<file path="config.mk">
export PLATFORM = sky130hd
export DESIGN_NAME = i2c_mrx
export DESIGN_NICKNAME = d
export VERILOG_FILES = /design/src/rtl/i2c_mrx_pkg.sv /design/src/rtl/i2c_mrx_tick.sv /design/src/rtl/i2c_mrx_busmon.sv /design/src/rtl/i2c_mrx_engine.sv /design/src/rtl/i2c_mrx.sv
export SDC_FILE = /design/constraint.sdc
export NUM_CORES = 1
export LEC_CHECK = 0
export BUFFER_PORTS_ARGS = -buffer_cell sky130_fd_sc_hd__buf_4
export CORE_MARGIN = 3
export CORE_UTILIZATION = 35
export CTS_CLUSTER_DIAMETER = 30
export DETAILED_ROUTE_END_ITERATION = 8
export GPL_TIMING_DRIVEN = 1
export PLACE_DENSITY_LB_ADDON = 0.08
export SETUP_SLACK_MARGIN = 0.3
export SKIP_LAST_GASP = 1
export SLEW_MARGIN = 20
export SYNTH_ARGS = -nofsm -noshare
export SYNTH_HDL_FRONTEND = slang
export SYNTH_SLANG_ARGS = --single-unit
</file>
<file path="constraint.sdc">
create_clock -name clk -period 3.8 [get_ports clk]
set_clock_uncertainty 0.15 [all_clocks]
set_input_delay 0.19 -clock clk [delete_from_list [all_inputs] [get_ports clk]]
set_output_delay 0.19 -clock clk [all_outputs]
set_load 0.01 [all_outputs]
</file>
<file path="src/rtl/i2c_mrx_pkg.sv">
package i2c_mrx_pkg;
  localparam logic [7:0] ST_START  = 8'h08;
  localparam logic [7:0] ST_RSTART = 8'h10;
  localparam logic [7:0] ST_LOST   = 8'h38;
  localparam logic [7:0] ST_AACK   = 8'h40;
  localparam logic [7:0] ST_ANACK  = 8'h48;
  localparam logic [7:0] ST_DACK   = 8'h50;
  localparam logic [7:0] ST_DNACK  = 8'h58;
  localparam logic [7:0] ST_NONE   = 8'hF8;

  typedef enum logic [2:0] {
    E_IDLE, E_WAIT, E_START, E_TX, E_RX, E_STOP, E_HOLD
  } eng_state_t;
endpackage

</file>
<file path="src/rtl/i2c_mrx_tick.sv">
module i2c_mrx_tick #(
  parameter int DIV_W = 8
) (
  input  logic             clk,
  input  logic             rst_n,
  input  logic             run,
  input  logic [DIV_W-1:0] div,
  output logic             tick
);
  logic [DIV_W-1:0] cnt;

  always_ff @(posedge clk) begin
    if (!rst_n || !run) cnt <= '0;
    else if (cnt >= div) cnt <= '0;
    else cnt <= cnt + 1'b1;
  end

  assign tick = run && (cnt >= div);
endmodule

</file>
<file path="src/rtl/i2c_mrx_busmon.sv">
module i2c_mrx_busmon (
  input  logic clk,
  input  logic rst_n,
  input  logic scl_in,
  input  logic sda_in,
  output logic busy
);
  logic scl_q, sda_q;
  logic saw_start, saw_stop;

  assign saw_start = scl_q && scl_in && sda_q && !sda_in;
  assign saw_stop  = scl_q && scl_in && !sda_q && sda_in;

  always_ff @(posedge clk) begin
    if (!rst_n) begin
      scl_q <= 1'b1;
      sda_q <= 1'b1;
      busy  <= 1'b0;
    end else begin
      scl_q <= scl_in;
      sda_q <= sda_in;
      if (saw_start) busy <= 1'b1;
      else if (saw_stop) busy <= 1'b0;
    end
  end


  busy_edges_chk: assert property (@(posedge clk) disable iff (!rst_n)
    (saw_stop && !saw_start) |=> !busy);
endmodule

</file>
<file path="src/rtl/i2c_mrx_engine.sv">
module i2c_mrx_engine
  import i2c_mrx_pkg::*;
(
  input  logic       clk,
  input  logic       rst_n,
  input  logic       tick,
  input  logic       bus_busy,
  input  logic       cmd_wr,
  input  logic       cmd_en,
  input  logic       cmd_start,
  input  logic       cmd_stop,
  input  logic       cmd_ack,
  input  logic       cmd_go,
  input  logic       tx_valid,
  input  logic [7:0] tx_data,
  input  logic       sda_in,
  output logic       tx_ready,
  output logic       run,
  output logic       irq_flag,
  output logic [7:0] status,
  output logic [7:0] rx_data,
  output logic       stop_pend,
  output logic       scl_low,
  output logic       sda_low
);
  eng_state_t  state;
  logic [1:0]  q;
  logic [3:0]  bitn;
  logic [7:0]  shreg;
  logic [7:0]  dreg;
  logic        ack_en;
  logic        own;
  logic        rs;
  logic        samp;
  logic        launch;

  assign tx_ready  = (state == E_IDLE) || (state == E_HOLD);
  assign run       = (state == E_START) || (state == E_TX) ||
                     (state == E_RX) || (state == E_STOP);
  assign rx_data   = dreg;
  assign launch    = cmd_wr && cmd_go;

  always_ff @(posedge clk) begin
    if (!rst_n) begin
      state     <= E_IDLE;
      q         <= '0;
      bitn      <= '0;
      shreg     <= '0;
      dreg      <= '0;
      ack_en    <= 1'b0;
      own       <= 1'b0;
      rs        <= 1'b0;
      samp      <= 1'b0;
      irq_flag  <= 1'b0;
      status    <= ST_NONE;
      stop_pend <= 1'b0;
      scl_low   <= 1'b0;
      sda_low   <= 1'b0;
    end else begin
      if (tx_valid && tx_ready) dreg <= tx_data;
      if (cmd_wr) ack_en <= cmd_ack;
      unique case (state)
        E_IDLE, E_HOLD: begin
          if (launch) begin
            irq_flag <= 1'b0;
            q        <= '0;
            bitn     <= '0;
            if (!cmd_en) begin
              state     <= E_IDLE;
              own       <= 1'b0;
              scl_low   <= 1'b0;
              sda_low   <= 1'b0;
              stop_pend <= 1'b0;
            end else if (cmd_stop && own) begin
              stop_pend <= 1'b1;
              state     <= E_STOP;
            end else if (cmd_start) begin
              rs    <= own;
              state <= own ? E_START : E_WAIT;
            end else if (own && (status == ST_START || status == ST_RSTART)) begin
              shreg <= dreg;
              state <= E_TX;
            end else if (own && (status == ST_AACK || status == ST_DACK)) begin
              state <= E_RX;
            end
          end
        end
        E_WAIT: begin
          if (!bus_busy) begin
            q     <= '0;
            state <= E_START;
          end
        end
        E_START: begin
          if (tick) begin
            q <= q + 2'd1;
            unique case (q)
              2'd0: sda_low <= 1'b0;
              2'd1: scl_low <= 1'b0;
              2'd2: sda_low <= 1'b1;
              2'd3: begin
                scl_low  <= 1'b1;
                own      <= 1'b1;
                irq_flag <= 1'b1;
                status   <= rs ? ST_RSTART : ST_START;
                state    <= E_HOLD;
              end
            endcase
          end
        end
        E_TX: begin
          if (tick) begin
            q <= q + 2'd1;
            unique case (q)
              2'd0: sda_low <= (bitn == 4'd8) ? 1'b0 : !shreg[7];
              2'd1: scl_low <= 1'b0;
              2'd2: begin
                if (bitn == 4'd8) samp <= !sda_in;
                else if (shreg[7] && !sda_in) begin
                  scl_low  <= 1'b0;
                  sda_low  <= 1'b0;
                  own      <= 1'b0;
                  irq_flag <= 1'b1;
                  status   <= ST_LOST;
                  state    <= E_IDLE;
                end
              end
              2'd3: begin
                scl_low <= 1'b1;
                if (bitn == 4'd8) begin
                  status   <= samp ? ST_AACK : ST_ANACK;
                  irq_flag <= 1'b1;
                  state    <= E_HOLD;
                end else begin
                  shreg <= {shreg[6:0], 1'b0};
                  bitn  <= bitn + 4'd1;
                end
              end
            endcase
          end
        end
        E_RX: begin
          if (tick) begin
            q <= q + 2'd1;
            unique case (q)
              2'd0: sda_low <= (bitn == 4'd8) ? ack_en : 1'b0;
              2'd1: scl_low <= 1'b0;
              2'd2: if (bitn != 4'd8) shreg <= {shreg[6:0], sda_in};
              2'd3: begin
                scl_low <= 1'b1;
                if (bitn == 4'd8) begin
                  dreg     <= shreg;
                  status   <= ack_en ? ST_DACK : ST_DNACK;
                  irq_flag <= 1'b1;
                  state    <= E_HOLD;
                end else begin
                  bitn <= bitn + 4'd1;
                end
              end
            endcase
          end
        end
        E_STOP: begin
          if (tick) begin
            q <= q + 2'd1;
            unique case (q)
              2'd0: sda_low <= 1'b1;
              2'd1: scl_low <= 1'b0;
              2'd2: sda_low <= 1'b0;
              2'd3: begin
                stop_pend <= 1'b0;
                own       <= 1'b0;
                status    <= ST_NONE;
                state     <= E_IDLE;
              end
            endcase
          end
        end
        default: state <= E_IDLE;
      endcase
    end
  end


  flag_holds_scl_chk: assert property (@(posedge clk) disable iff (!rst_n)
    (irq_flag && own) |-> scl_low);


  lost_release_chk: assert property (@(posedge clk) disable iff (!rst_n)
    (irq_flag && status == ST_LOST) |-> (!scl_low && !sda_low));


  start_free_chk: assert property (@(posedge clk) disable iff (!rst_n)
    (sda_low && !$past(sda_low) && !scl_low && !own) |-> !bus_busy);


  stop_silent_chk: assert property (@(posedge clk) disable iff (!rst_n)
    $fell(stop_pend) |-> !irq_flag);


  flag_sticky_chk: assert property (@(posedge clk) disable iff (!rst_n)
    (irq_flag && !launch) |=> irq_flag);
endmodule

</file>
<file path="src/rtl/i2c_mrx.sv">
module i2c_mrx #(
  parameter int DIV_W = 8
) (
  input  logic             clk,
  input  logic             rst_n,
  input  logic [DIV_W-1:0] clk_div,
  input  logic             cmd_wr,
  input  logic             cmd_en,
  input  logic             cmd_start,
  input  logic             cmd_stop,
  input  logic             cmd_ack,
  input  logic             cmd_go,
  input  logic             tx_valid,
  output logic             tx_ready,
  input  logic [7:0]       tx_data,
  output logic             irq_flag,
  output logic [7:0]       status,
  output logic [7:0]       rx_data,
  output logic             stop_pend,
  input  logic             scl_in,
  input  logic             sda_in,
  output logic             scl_oe,
  output logic             sda_oe
);
  logic run, tick, bus_busy;

  i2c_mrx_tick #(.DIV_W(DIV_W)) u_tick (
    .clk(clk), .rst_n(rst_n), .run(run), .div(clk_div), .tick(tick)
  );

  i2c_mrx_busmon u_busmon (
    .clk(clk), .rst_n(rst_n), .scl_in(scl_in), .sda_in(sda_in), .busy(bus_busy)
  );

  i2c_mrx_engine u_engine (
    .clk(clk), .rst_n(rst_n), .tick(tick), .bus_busy(bus_busy),
    .cmd_wr(cmd_wr), .cmd_en(cmd_en), .cmd_start(cmd_start),
    .cmd_stop(cmd_stop), .cmd_ack(cmd_ack), .cmd_go(cmd_go),
    .tx_valid(tx_valid), .tx_data(tx_data), .sda_in(sda_in),
    .tx_ready(tx_ready), .run(run), .irq_flag(irq_flag), .status(status),
    .rx_data(rx_data), .stop_pend(stop_pend),
    .scl_low(scl_oe), .sda_low(sda_oe)
  );
endmodule

</file>
==> results.md, run 1 <==
- Across the whole layout, storage elements account for around 980 sq um.
- The region available for standard cell placement spans approximately 8900 sq um.
- CTS saw 49 sinks.
- TritonCTS built the clock tree.
- Setup violations remaining at the end of the flow were counted as 0.
- In this run, placement finished with an instance count of approximately 550.
- The post-route setup TNS is 0 ns.
- In this run the horizontal extent of the chip is 103 um.
- The cell type of the slowest stage on the worst timing path is sky130_fd_sc_hd__nor2_2.
- Row generation in the floorplan step produced 34 rows.
- The power spent charging and discharging nets is roughly 0.31 mW.
- Sorting the synthesized cells by area gives the leading types as sky130_fd_sc_hd__dfxtp_1 (30%), sky130_fd_sc_hd__ha_1 (5.7%), sky130_fd_sc_hd__mux2i_1 (4.9%), sky130_fd_sc_hd__nand2_1 (4.7%), sky130_fd_sc_hd__a311oi_1 (4.6%).
- The sequential cell area fraction in the yosys report is 0.300.
- For the finished layout, the period the worst path requires is approximately 2.8 ns.
- The master cell of the clock root buffer is sky130_fd_sc_hd__clkbuf_8.
- The actual slew at the worst max-slew pin is between 0.8 and 0.9 ns.
- For this run, the slowest stage of the critical path takes roughly 0.62 ns.
- STA classifies the critical path startpoint as a flip-flop.
- The min-delay analysis places its worst path in the category primary input to flip-flop.
- The internal power is 0.802 mW.
- The netlist uses just under 70 different library cells.
- The total setup buffers inserted after CTS is 0.
- The count of maximum capacitance violations is 0.
- The average footprint of a synthesized cell is 7.90 sq um.
- Yosys mapped a number of flops with a built-in enable equal to 0.
- STA puts the critical path data required time at roughly 3.9 ns.
- Traced cell by cell, the critical path runs through buf_4 > nand2b_1 > nor2_1 > nor2_2 > or3_1 > a21oi_1 > a311oi_1.
- The part of the power in registers is 0.487.
- The post-detailed-routing wire length is between 9000 and 10000 um.
- In the routed design, unresolved DRC markers number 0.
- The largest net degree at the start of global routing is 27.
- Counting both buffers and inverters, the worst setup path holds a total of 1.
- Setup repair after global routing left no endpoint under its margin.
- The number of clock buffers added by TritonCTS is 5.
- The synthesis warning total is 0.
- Across the VDD grid, the largest voltage drop is between 100 and 150 uV.
- The final-report max-slew violation count is 0.
- Of the post-synthesis cell area, the dominant cell type holds 0.300.
- The clock-pin slew on the worst setup and hold paths is ~0.1 ns.
- The longest clock path from root to sink contains 2 buffers.
- The number of global-route vias before repair was roughly 3.0k.
- The final instance count without filler cells is about 560.
- The repair_antennas step left the layout with diodes totalling 0.
- The H-tree was split into 2 levels.
- The wire length of the first global-routing pass is approximately 15000 um.
- The residual antenna-violating net count after detailed routing is 0.
- The HPWL reported at the end of detailed placement is between 6000 and 7000 um.
- The fraction of layout cells with a size suffix above 1 is 0.158.
- Final hold analysis gives a worst-case slack of ~0.0084 ns.
- The first-pass detailed-route iteration total is 9.
- The worst slew margin relative to its limit is 0.459.
- Counting the fill cells in the layout gives between 900 and 1k.
- The number of DRC markers in iteration 0 is between 200 and 250.
- The relative contribution of the clock network to total power is 0.350.
- The maximum operating frequency is 352 MHz.
- The number of gates given a new drive strength after cts is 0.
- Summed over all cells, the static leakage comes to 1.51 nW.
- After detailed routing, the average wire length per cell comes to approximately 17 um.
- Using the TritonRoute via totals, the vias-per-cell ratio works out to between 5 and 6.
- The synthesized flop and latch total is 49.
- The congestion estimate from routability-driven global placement came to approximately 0.9.
- The net switching share of the total power is 0.281.
- The area growth from synthesis to final layout is 15.6%.
- The final period utilization is 0.747.
- The number of vias in the routed layout is about 3.2k.
- In this run the tool buffered the top-level ports with 44 buffer cells.
- For this run, the total global-route usage over all layers was measured as 0.184.
- The count of endpoints failing hold in the final timing report is 0.
- The number of nets in the layout is ~490.
- The most common library cell in the layout ignoring fill and taps is sky130_fd_sc_hd__buf_4.
- Broken down by cell family, the worst path's largest delay share belongs to simple AND/OR/NAND/NOR gates.
- The clock insertion delay at the later pin of the skew report is slightly above 0.3 ns.
- The initial standard-cell utilization of the core is 0.368.
- The share of total power dissipated in combinational logic is 0.163.
- The most used flip-flop cell after synthesis is sky130_fd_sc_hd__dfxtp_1.
- STA classifies the critical path endpoint as a flip-flop.
- For the worst setup path, the data arrival time is 2.92 ns.
- The flow ran to the end, and the final reports show no timing, DRC or antenna violations.
- The setup path with the least slack is of type flip-flop to flip-flop.
- The highest net fanout along the worst path is 17.
- The number of top-level pins is 48.
- Dividing total power by cell area gives a power density of 295 nW/um^2.
- After synthesis, the share of flip-flops with an asynchronous set or reset is 0.
- The synthesized instance count is 414.
- The number of antenna violations at the first check in global routing is 0.
- The die area is between 10000 and 15000 sq um.
- The die extent in y is 103 um.
- For this run the aggregate overflow at the end of global routing stands at 0.
- The synthesized design spends more area on one cell type than any other, namely sky130_fd_sc_hd__dfxtp_1.
- The cell area after technology mapping is 3270 sq um.
- Summing all multi-input logic gate instances after layout gives 2060 sq um.
- The library cells used most frequently in the layout, excluding fill and tap cells, are sky130_fd_sc_hd__buf_4 (50), sky130_fd_sc_hd__dfxtp_1 (49), sky130_fd_sc_hd__nand2_1 (41).
repair_timing:
item / CTS / global route
hold buffers: 3 / 0
hold endpoints to repair: 3 / 0
setup endpoints to repair: 0 / 0
tightest hold or removal path, cell delays in order:
cell and delay [ns]:
sky130_fd_sc_hd__buf_4 0.11, sky130_fd_sc_hd__nand3_1 0.07, sky130_fd_sc_hd__a311oi_1 0.07
power by group through the flow:
| stage | Combinational (mW) | Clock (mW) | Sequential [mW] |
|---|---|---|---|
| 2_1_floorplan | 0.116 | 0 | 0.551 |
| 3_5_place_dp | 0.178 | 0 | 0.554 |
| 5_1_grt | 0.200 | 0.414 | 0.545 |
| 4_1_cts | 0.181 | 0.401 | 0.543 |
| 6_report | 0.182 | 0.391 | 0.543 |
| 3_3_place_gp | 0.179 | 0 | 0.555 |
metrics by stage:
step,total power [mW],util,instance area (sq um),setup slack (ns)
4_1_cts,1.12,0.425,3780,0.979
3_5_place_dp,0.733,0.409,3640,0.987
6_report,1.12,0.425,3780,0.960
3_3_place_gp,0.733,0.409,3640,1.14
5_1_grt,1.16,0.425,3780,0.705
2_1_floorplan,0.667,-,3280,1.42
kinds of logic (layout without fill, tap and decap cells):
logic type	count (synthesis)	after routing	share of synthesized area
XOR/XNOR	9	9	0.0241
buffers and inverters	52	84	0.0723
other	1	3	0.00115
AO/OA/AOI/OAI	124	124	0.270
multiplexers	16	16	0.0490
flip-flops	49	49	0.300
adder cells (fa/ha/maj)	15	15	0.0574
AND/OR/NAND/NOR	148	148	0.226
cell usage after synthesis, types with 5 or more instances:
cell	count
sky130_fd_sc_hd__nand3_1	22
sky130_fd_sc_hd__xor2_1	6
sky130_fd_sc_hd__inv_1	22
sky130_fd_sc_hd__a311oi_1	17
sky130_fd_sc_hd__nor3_1	5
sky130_fd_sc_hd__nand2_1	41
sky130_fd_sc_hd__mux2i_1	16
sky130_fd_sc_hd__and3_1	8
sky130_fd_sc_hd__ha_1	15
sky130_fd_sc_hd__o211ai_1	5
sky130_fd_sc_hd__buf_4	6
sky130_fd_sc_hd__o21ai_0	25
sky130_fd_sc_hd__a31oi_1	6
sky130_fd_sc_hd__nor2b_1	5
sky130_fd_sc_hd__clkbuf_1	14
sky130_fd_sc_hd__o311ai_0	5
sky130_fd_sc_hd__a21oi_1	25
sky130_fd_sc_hd__nor2_1	39
sky130_fd_sc_hd__dfxtp_1	49
final cells by class:
cell class / count / area share
Sequential cell: 49 / 0.260
Tap cell: 108 / 0.0357
Inverter: 23 / 0.0228
Clock inverter: 2 / 0.0103
Clock buffer: 6 / 0.0192
Timing Repair Buffer: 53 / 0.107
Multi-Input combinational cell: 315 / 0.545
per-layer routing:
layer,GRT usage,routed length [um],vias up
met4,0.0616,193,0
met1,0.258,4520,1502
met2,0.283,4160,118
met5,0,0,-
li1,-,-,1585
met3,0.0345,634,18
sequential cells by signal, indices dropped and copies added (netlist names), 2 cells and up:
| signal | cells |
|---|---|
| u_tick.cnt | 8 |
| u_engine.bitn | 4 |
| u_engine.status | 5 |
| u_engine.rx_data | 8 |
| u_engine.q | 2 |
| u_engine.shreg | 8 |
| u_engine.state | 3 |
path summary, 6_finish.rpt:
path | end | depth (start not counted) | startpoint | slack (ns)
setup / recovery | u_engine.shreg[3] | 7 | u_engine.state[1] | 0.96
hold / removal | u_engine.rx_data[1] | 3 | tx_data[1] | 0.008
setup reg to reg | u_engine.shreg[3] | 7 | u_engine.state[1] | 0.96
hold reg to reg | u_engine.scl_low | 2 | u_engine.scl_low | 0.33
No activity file was read; power rests on OpenSTA's default activity.
==> run 2: changes to the inputs <==
ABC_AREA = 1   (was unset)
clock period = 2.7 ns   (was 3.8 ns; I/O delays follow)
==> run 2 against run 1 <==
First-iteration DRC count decreased by 42%. Power rose to 2.7 times the previous value. Synthesized cell count rose by 20%. Utilization rose by 0.33 points. Critical path type unchanged. Critical path depth grew 3. Combinational power grew to 8.8 times the previous value. Count of clock-buffer cells in the layout unchanged. Critical endpoint is now u_engine.shreg[1]. Sequential share of layout area grew 0.085 points. Worst setup slack worse by 0.47 ns. Worst hold slack gained 0.030 ns.
==> results.md, run 2 <==
- The flow ran to the end, and the final reports show no timing, DRC or antenna violations.
- The wire length of the first global-routing pass was 14000 um (-8.4%).
- By instance count, the leading cell after synthesis is sky130_fd_sc_hd__nand2_1.
- The worst hold path belongs to the class primary input to flip-flop.
- The final-report max-slew violation count was 0 (unchanged).
- The met3 wire length is 284 um (-55%).
- The count of different cell masters after synthesis came to 38 (-44%).
- The proportion of synthesized flip-flops having asynchronous set or reset was 0 (unchanged).
- The number of global-route vias before repair is 2889 (-2.2%).
- The total setup buffers inserted after CTS was 0 (unchanged).
- The library cell used most frequently in the layout, excluding fill and tap cells, is sky130_fd_sc_hd__nand2_1.
- The fraction of layout cells with a size suffix above 1 is 0.169 (+0.0103).
- The number of DRC markers in iteration 0 is 129 (-42%).
- The count of maximum capacitance violations was 0 (unchanged).
- The CTS sink count is 49 (unchanged).
- The total met2 wirelength after detailed routing is 3910 um (-5.9%).
- The residual overflow from global routing came to 0 (unchanged).
- The sequential cell area fraction in the yosys report was 0.306 (+0.00597).
- The power density normalized to cell area is 813 nW/um^2 (+180%).
- The area growth from synthesis to final layout is 17.6%.
- The worst setup path is launched from a flip-flop.
- The number of enable flip-flop cells after synthesis came to 0 (unchanged).
- The cell row count was 34 (unchanged).
- The residual antenna-violating net count after detailed routing is 0 (unchanged).
- The total design power came to 3.07 mW (+170%).
- The post-detailed-routing wire length is 8500 um (-11%).
- The reg2reg setup slack is 0.49 ns (-0.47 ns).
- The clock-pin slew on the worst setup and hold paths was 0.10 ns (about the same).
- The root buffer cell chosen for the clock tree is sky130_fd_sc_hd__clkbuf_8.
- The worst slew margin relative to its limit is 0.574 (+0.115).
- The number of nets in the layout is 586 (+20%).
- The leading area contributor after synthesis is sky130_fd_sc_hd__dfxtp_1.
- The average footprint of a synthesized cell was 6.47 sq um (-18%).
- Ranked by instance count, the synthesized netlist is headed by sky130_fd_sc_hd__nand2_1 (123), sky130_fd_sc_hd__nor2_1 (70), sky130_fd_sc_hd__inv_1 (58), sky130_fd_sc_hd__dfxtp_1 (49), sky130_fd_sc_hd__nand3_1 (41).
- The number of buffers inserted during clock tree synthesis is 5 (unchanged).
- Setup repair after global routing left no endpoint under its margin.
- The number of antenna violations at the first check in global routing is 0 (unchanged).
- The arrival time of the worst setup path is 2.31 ns (-0.61 ns).
- The clock insertion delay at the later pin of the skew report was 0.31 ns (about the same).
- The die extent in y came to 102 um (-0.92%).
- The final weighted congestion in routability-driven placement came to 0.857 (-7.0%).
- The final period utilization is 0.818 (+0.0709).
- The actual slew at the worst max-slew pin is 0.633 ns (-0.179 ns).
- The layout filler cell count is 992 (+4.8%).
- The share of the core filled with cells in the final layout is 0.428 (+0.00326).
- The largest net degree at the start of global routing is 34 (+26%).
- The maximum operating frequency is 453 MHz (+29%).
- The number of vias in the routed layout was 3156 (-2.1%).
- The smallest setup slack after layout is 0.491 ns (-0.469 ns).
- The cell area after technology mapping is 3210 sq um (-2.0%).
- The synthesized flop and latch total is 49 (unchanged).
- The post-placement cell area is 3600 sq um (-1.0%).
- The highest net fanout along the worst path is 9 (-8).
- The hold slack is 0.0385 ns (+0.0301 ns).
- The library cells used most frequently in the layout, excluding fill and tap cells, are sky130_fd_sc_hd__nand2_1 (122), sky130_fd_sc_hd__nor2_1 (69), sky130_fd_sc_hd__inv_1 (58).
- The data required time at the worst endpoint is 2.80 ns (-1.08 ns).
- Routed signal wires occupy layers up through met4.
- TritonCTS built the clock tree.
- The classification of the worst setup path is flip-flop to flip-flop.
- The buffer levels on the longest clock path came to 2 (unchanged).
- The mean number of vias per cell is 4.83 (-17%).
- The number of top-level pins is 48 (unchanged).
- The number of inserted diodes is 0 (unchanged).
- The overall die width came to 102 um (-0.92%).
- The total routing usage reported by global routing is 0.168 (-0.0156).
- The initial standard-cell utilization of the core was 0.364 (-0.00369).
- The minimum setup slack after placement is 0.330 ns (-0.656 ns).
- The synthesis warning total was 0 (unchanged).
- The first-pass detailed-route iteration total came to 4 (-5).
- The count of endpoints failing hold in the final timing report is 0 (unchanged).
- The area of the core region came to 8810 sq um (-0.96%).
- The detail-routed net length per standard cell was 13.0 um (-24%).
- The static leakage came to 1.91 nW (+27%).
- The top cell type's share of synthesized area is 0.306 (+0.00597).
- After synthesis, the cell types taking the most area are sky130_fd_sc_hd__dfxtp_1 (31%), sky130_fd_sc_hd__nand2_1 (14%), sky130_fd_sc_hd__nor2_1 (8.2%), sky130_fd_sc_hd__inv_1 (6.8%), sky130_fd_sc_hd__nand3_1 (6.4%).
- The most used flip-flop cell after synthesis is sky130_fd_sc_hd__dfxtp_1.
- The synthesized instance count is 496 (+20%).
- The minimum clock period is 2.21 ns (-0.631 ns).
- The final instance count without filler cells was 653 (+17%).
- The endpoint type of the worst setup path is a flip-flop.
- The largest voltage drop on the vdd net was 458 uV (+260%).
- The post-route cell area is 3770 sq um (-0.20%).
- The residual DRC count was 0 (unchanged).
- The HPWL reported at the end of detailed placement is 6500 um (-7.1%).
- The setup violation total in the final timing report is 0 (unchanged).
- The post-route setup TNS is 0 ns (unchanged).
- The number of I/O port buffers is 44 (unchanged).
- The met1 routed wirelength after detailed routing came to 4200 um (-7.1%).
- The H-tree depth is 2 (unchanged).
- The die area is 10300 sq um (-1.8%).
- The number of instances in the placed design came to 638 (+17%).
-- run 2: cell count changes in the layout (fill, tap and decap cells not counted), moves of 8 or more --
cell / before / now
sky130_fd_sc_hd__inv_1: 22 / 58
sky130_fd_sc_hd__nand2_1: 41 / 122
sky130_fd_sc_hd__a311oi_1: 17 / 0
sky130_fd_sc_hd__nand3_1: 22 / 40
sky130_fd_sc_hd__and3_1: 8 / 0
sky130_fd_sc_hd__nor2_1: 39 / 69
sky130_fd_sc_hd__mux2i_1: 16 / 0
-- run 2: power by group --
part	switching, mW	internal, mW	leakage, nW	total (mW)
Sequential	0.130	0.882	0.400	1.01
Combinational	1.03	0.571	1.46	1.60
Clock	0.264	0.185	0.0456	0.450
Total	1.43	1.64	1.91	3.07
-- run 2: metal layers --
| layer | global-route usage | vias up |
|---|---|---|
| met3 | 0.0262 | 7 |
| met5 | 0 | - |
| li1 | - | 1679 |
| met4 | 0.0552 | 0 |
| met1 | 0.238 | 1421 |
| met2 | 0.262 | 49 |
-- run 2: logic make-up (layout without fill, tap and decap cells) --
| logic type | count (synthesis) | in the layout | share of synthesized area |
|---|---|---|---|
| flip-flops | 49 | 49 | 0.306 |
| other | 1 | 3 | 0.00117 |
| buffers and inverters | 78 | 124 | 0.105 |
| XOR/XNOR | 6 | 6 | 0.0164 |
| AO/OA/AOI/OAI | 69 | 69 | 0.116 |
| AND/OR/NAND/NOR | 278 | 279 | 0.398 |
| adder cells (fa/ha/maj) | 15 | 15 | 0.0585 |
-- run 2: what timing repair did --
action / CTS / global route
setup endpoints to repair: 1 / 19
resized for setup: 1 / 3
gates cloned: 0 / 1
endpoints found under the hold margin: 7 / 0
hold buffers: 6 / 0
-- run 2: worst paths after layout --
path / from / end / depth (start not counted)
worst max-delay path: u_engine.state[0] / u_engine.shreg[1] / 10
worst min-delay path: tx_data[3] / u_engine.rx_data[3] / 5
worst max register to register: u_engine.state[0] / u_engine.shreg[1] / 10
worst min register to register: u_tick.cnt[0] / u_tick.cnt[0] / 1
-- run 2: layout make-up --
| cell class | count | area, sq um | share of cell area |
|---|---|---|---|
| Clock buffer | 6 | 72.6 | 0.0192 |
| Clock inverter | 2 | 13.8 | 0.00365 |
| Sequential cell | 49 | 982 | 0.260 |
| Tap cell | 108 | 135 | 0.0358 |
| Inverter | 64 | 243 | 0.0643 |
| Timing Repair Buffer | 52 | 405 | 0.107 |
| Multi-Input combinational cell | 372 | 1920 | 0.509 |
-- run 2: worst max-delay path: stages (launching register included) --
cell and delay, ns:
sky130_fd_sc_hd__dfxtp_1 0.60, sky130_fd_sc_hd__nand2_1 0.21, sky130_fd_sc_hd__nor2_4 0.22, sky130_fd_sc_hd__nor2_2 0.11, sky130_fd_sc_hd__nand2_2 0.08, sky130_fd_sc_hd__nand2_2 0.07, sky130_fd_sc_hd__nor2_2 0.19, sky130_fd_sc_hd__nand4_2 0.26
sky130_fd_sc_hd__nand2_1 0.13, sky130_fd_sc_hd__nand2_1 0.05, sky130_fd_sc_hd__nor2_1 0.08
==> run 3: changes to the inputs <==
clock period = 2.2 ns   (was 2.7 ns; I/O delays follow)
==> run 3 against run 2 <==
Power up 43%. Utilization up 8.0 points. Combinational power up 59%. Sequential cell count unchanged. Sequential share of layout area down 3.6 points. Critical path type unchanged.
==> results.md, run 3 (synthesis results as in run 2) <==
- The flow ran to the end, and the final reports show no timing, DRC or antenna violations.
- The number of DRC markers in iteration 0 was 198 (+53%).
- The buffer levels on the longest clock path came to 2 (unchanged).
- The cell row count is 34 (unchanged).
- The number of inserted diodes is 0 (unchanged).
- The H-tree depth was 2 (unchanged).
- The highest net fanout along the worst path was 8 (-1).
- The static leakage is 2.14 nW (+12%).
- The master cell of the clock root buffer is sky130_fd_sc_hd__clkbuf_8.
- The final period utilization came to 0.873 (+0.0551).
- The largest net degree at the start of global routing is 33 (-2.9%).
- In the layout the commonest cells are sky130_fd_sc_hd__nand2_1 (108), sky130_fd_sc_hd__buf_4 (90), sky130_fd_sc_hd__nor2_1 (58).
- Setup repair after global routing could not meet its margin everywhere.
- The data required time at the worst endpoint is 2.32 ns (-0.48 ns).
- The number of vias in the routed layout is 3408 (+8.0%).
- The clock insertion delay at the later pin of the skew report came to 0.32 ns (about the same).
- The most common library cell in the layout ignoring fill and taps is sky130_fd_sc_hd__nand2_1.
- The number of top-level pins is 48 (unchanged).
- The largest voltage drop on the vdd net was 458 uV (+0.12%).
- The endpoint type of the worst setup path is a flip-flop.
- The final-report max-slew violation count came to 0 (unchanged).
- The mean number of vias per cell was 4.88 (+1.0%).
- The count of maximum capacitance violations is 0 (unchanged).
- The total routing usage reported by global routing is 0.178 (+0.00933).
- The power density normalized to cell area was 980 nW/um^2 (+21%).
- The HPWL reported at the end of detailed placement is 6880 um (+5.8%).
- The number of I/O port buffers is 44 (unchanged).
- The wire length of the first global-routing pass is 14500 um (+3.9%).
- The post-route setup TNS came to 0 ns (unchanged).
- The number of nets in the layout is 631 (+7.7%).
- The residual overflow from global routing came to 0 (unchanged).
- The die extent in y is 102 um (unchanged).
- The maximum operating frequency came to 520 MHz (+15%).
- The setup violation total in the final timing report came to 0 (unchanged).
- The total design power is 4.39 mW (+43%).
- The die area was 10300 sq um (unchanged).
- The area growth from synthesis to final layout is 39.6%.
- The post-detailed-routing wire length is 9480 um (+12%).
- The arrival time of the worst setup path is 2.05 ns (-0.26 ns).
- The startpoint class of the critical path is a flip-flop.
- The number of antenna violations at the first check in global routing was 0 (unchanged).
- The residual DRC count is 0 (unchanged).
- The fraction of layout cells with a size suffix above 1 is 0.331 (+0.162).
- The initial standard-cell utilization of the core is 0.364 (unchanged).
- The overall die width was 102 um (unchanged).
- By startpoint and endpoint, the worst setup path is classified as flip-flop to flip-flop.
- The number of global-route vias before repair is 2989 (+3.5%).
- The number of buffers inserted during clock tree synthesis is 5 (unchanged).
- The minimum clock period is 1.92 ns (-0.288 ns).
- The final weighted congestion in routability-driven placement came to 0.943 (+10%).
- The clock-pin slew on the worst setup and hold paths was 0.11 ns (about the same).
- The detail-routed net length per standard cell is 13.6 um (+4.4%).
- The CTS sink count came to 49 (unchanged).
- The class of the worst hold path is primary input to flip-flop.
- The residual antenna-violating net count after detailed routing is 0 (unchanged).
- The first-pass detailed-route iteration total is 4 (unchanged).
- The count of endpoints failing hold in the final timing report is 0 (unchanged).
- The area of the core region is 8810 sq um (unchanged).
- TritonCTS built the clock tree.
## run 3: cell count changes in the layout (fill, tap and decap cells not counted), moves of 8 or more
| cell | previous run | this run |
|---|---|---|
| sky130_fd_sc_hd__nor2_1 | 69 | 58 |
| sky130_fd_sc_hd__nand2_1 | 122 | 108 |
| sky130_fd_sc_hd__nand2_2 | 8 | 16 |
| sky130_fd_sc_hd__nor2_4 | 4 | 12 |
| sky130_fd_sc_hd__dfxtp_1 | 48 | 38 |
| sky130_fd_sc_hd__buf_4 | 46 | 90 |
## run 3: through the flow
step	setup WS (ns)	instances	util	cell area, sq um	hold WS [ns]
floorplan	0.340	498	-	3220	0.0502
global placement	0.148	653	0.422	3720	0.160
detailed placement	0.0571	653	0.422	3720	0.162
CTS	0.275	678	0.465	4100	0.00706
global route	0.115	698	0.509	4480	0.0313
finish	0.278	698	0.509	4480	0.00891
## run 3: final timing paths
path                 start                   to  slack [ns]  cells after the start
min             tx_data[5]  u_engine.rx_data[5]       0.009                      5
min reg2reg    u_engine.rs          u_engine.rs        0.32                      2
max          u_tick.cnt[0]    u_engine.shreg[1]        0.28                     14
max reg2reg  u_tick.cnt[0]    u_engine.shreg[1]        0.28                     14
## run 3: area by class of cell
class	count	area, sq um
Clock inverter	3	26.3
Fill cell	903	4330
Sequential cell	49	1000
Clock buffer	5	68.8
Inverter	64	250
Timing Repair Buffer	97	747
Multi-Input combinational cell	372	2250
Tap cell	108	135
## run 3: worst max-delay path, cell delays in order, from the launching register on
cell	delay, ns
sky130_fd_sc_hd__dfxtp_2	0.36
sky130_fd_sc_hd__inv_2	0.04
sky130_fd_sc_hd__ha_4	0.25
sky130_fd_sc_hd__nand2_2	0.04
sky130_fd_sc_hd__nor2_2	0.09
sky130_fd_sc_hd__nor2_1	0.05
sky130_fd_sc_hd__nand2_1	0.10
sky130_fd_sc_hd__nand2_4	0.09
sky130_fd_sc_hd__nand2_4	0.10
sky130_fd_sc_hd__nand2_4	0.07
sky130_fd_sc_hd__nand2_4	0.09
sky130_fd_sc_hd__nand4_4	0.17
sky130_fd_sc_hd__nand2_2	0.13
sky130_fd_sc_hd__nand2_2	0.04
sky130_fd_sc_hd__nor2_1	0.09
## run 3: power breakdown
group	leakage (nW)	switching [mW]	internal, mW	total, mW
Sequential	0.406	0.155	1.09	1.25
Combinational	1.69	1.54	0.996	2.54
Clock	0.0423	0.372	0.233	0.605
## run 3: per-layer routing
metal | up-vias | share of wire | GRT usage
met1 | 1554 | 0.48 | 0.251
met5 | - | 0 | 0
li1 | 1776 | - | -
met4 | 0 | 0.022 | 0.0593
met3 | 15 | 0.035 | 0.0227
met2 | 63 | 0.46 | 0.280
## run 3: repair_timing
| item | 4_1_cts | 5_1_grt |
|---|---|---|
| endpoints found under the hold margin | 7 | 0 |
| endpoints found under the setup margin | 39 | 45 |
| hold buffers | 6 | 0 |
| pin swaps | 12 | 24 |
| gates resized for setup | 36 | 58 |
| buffers inserted | 10 | 20 |
| cloned | 1 | 0 |
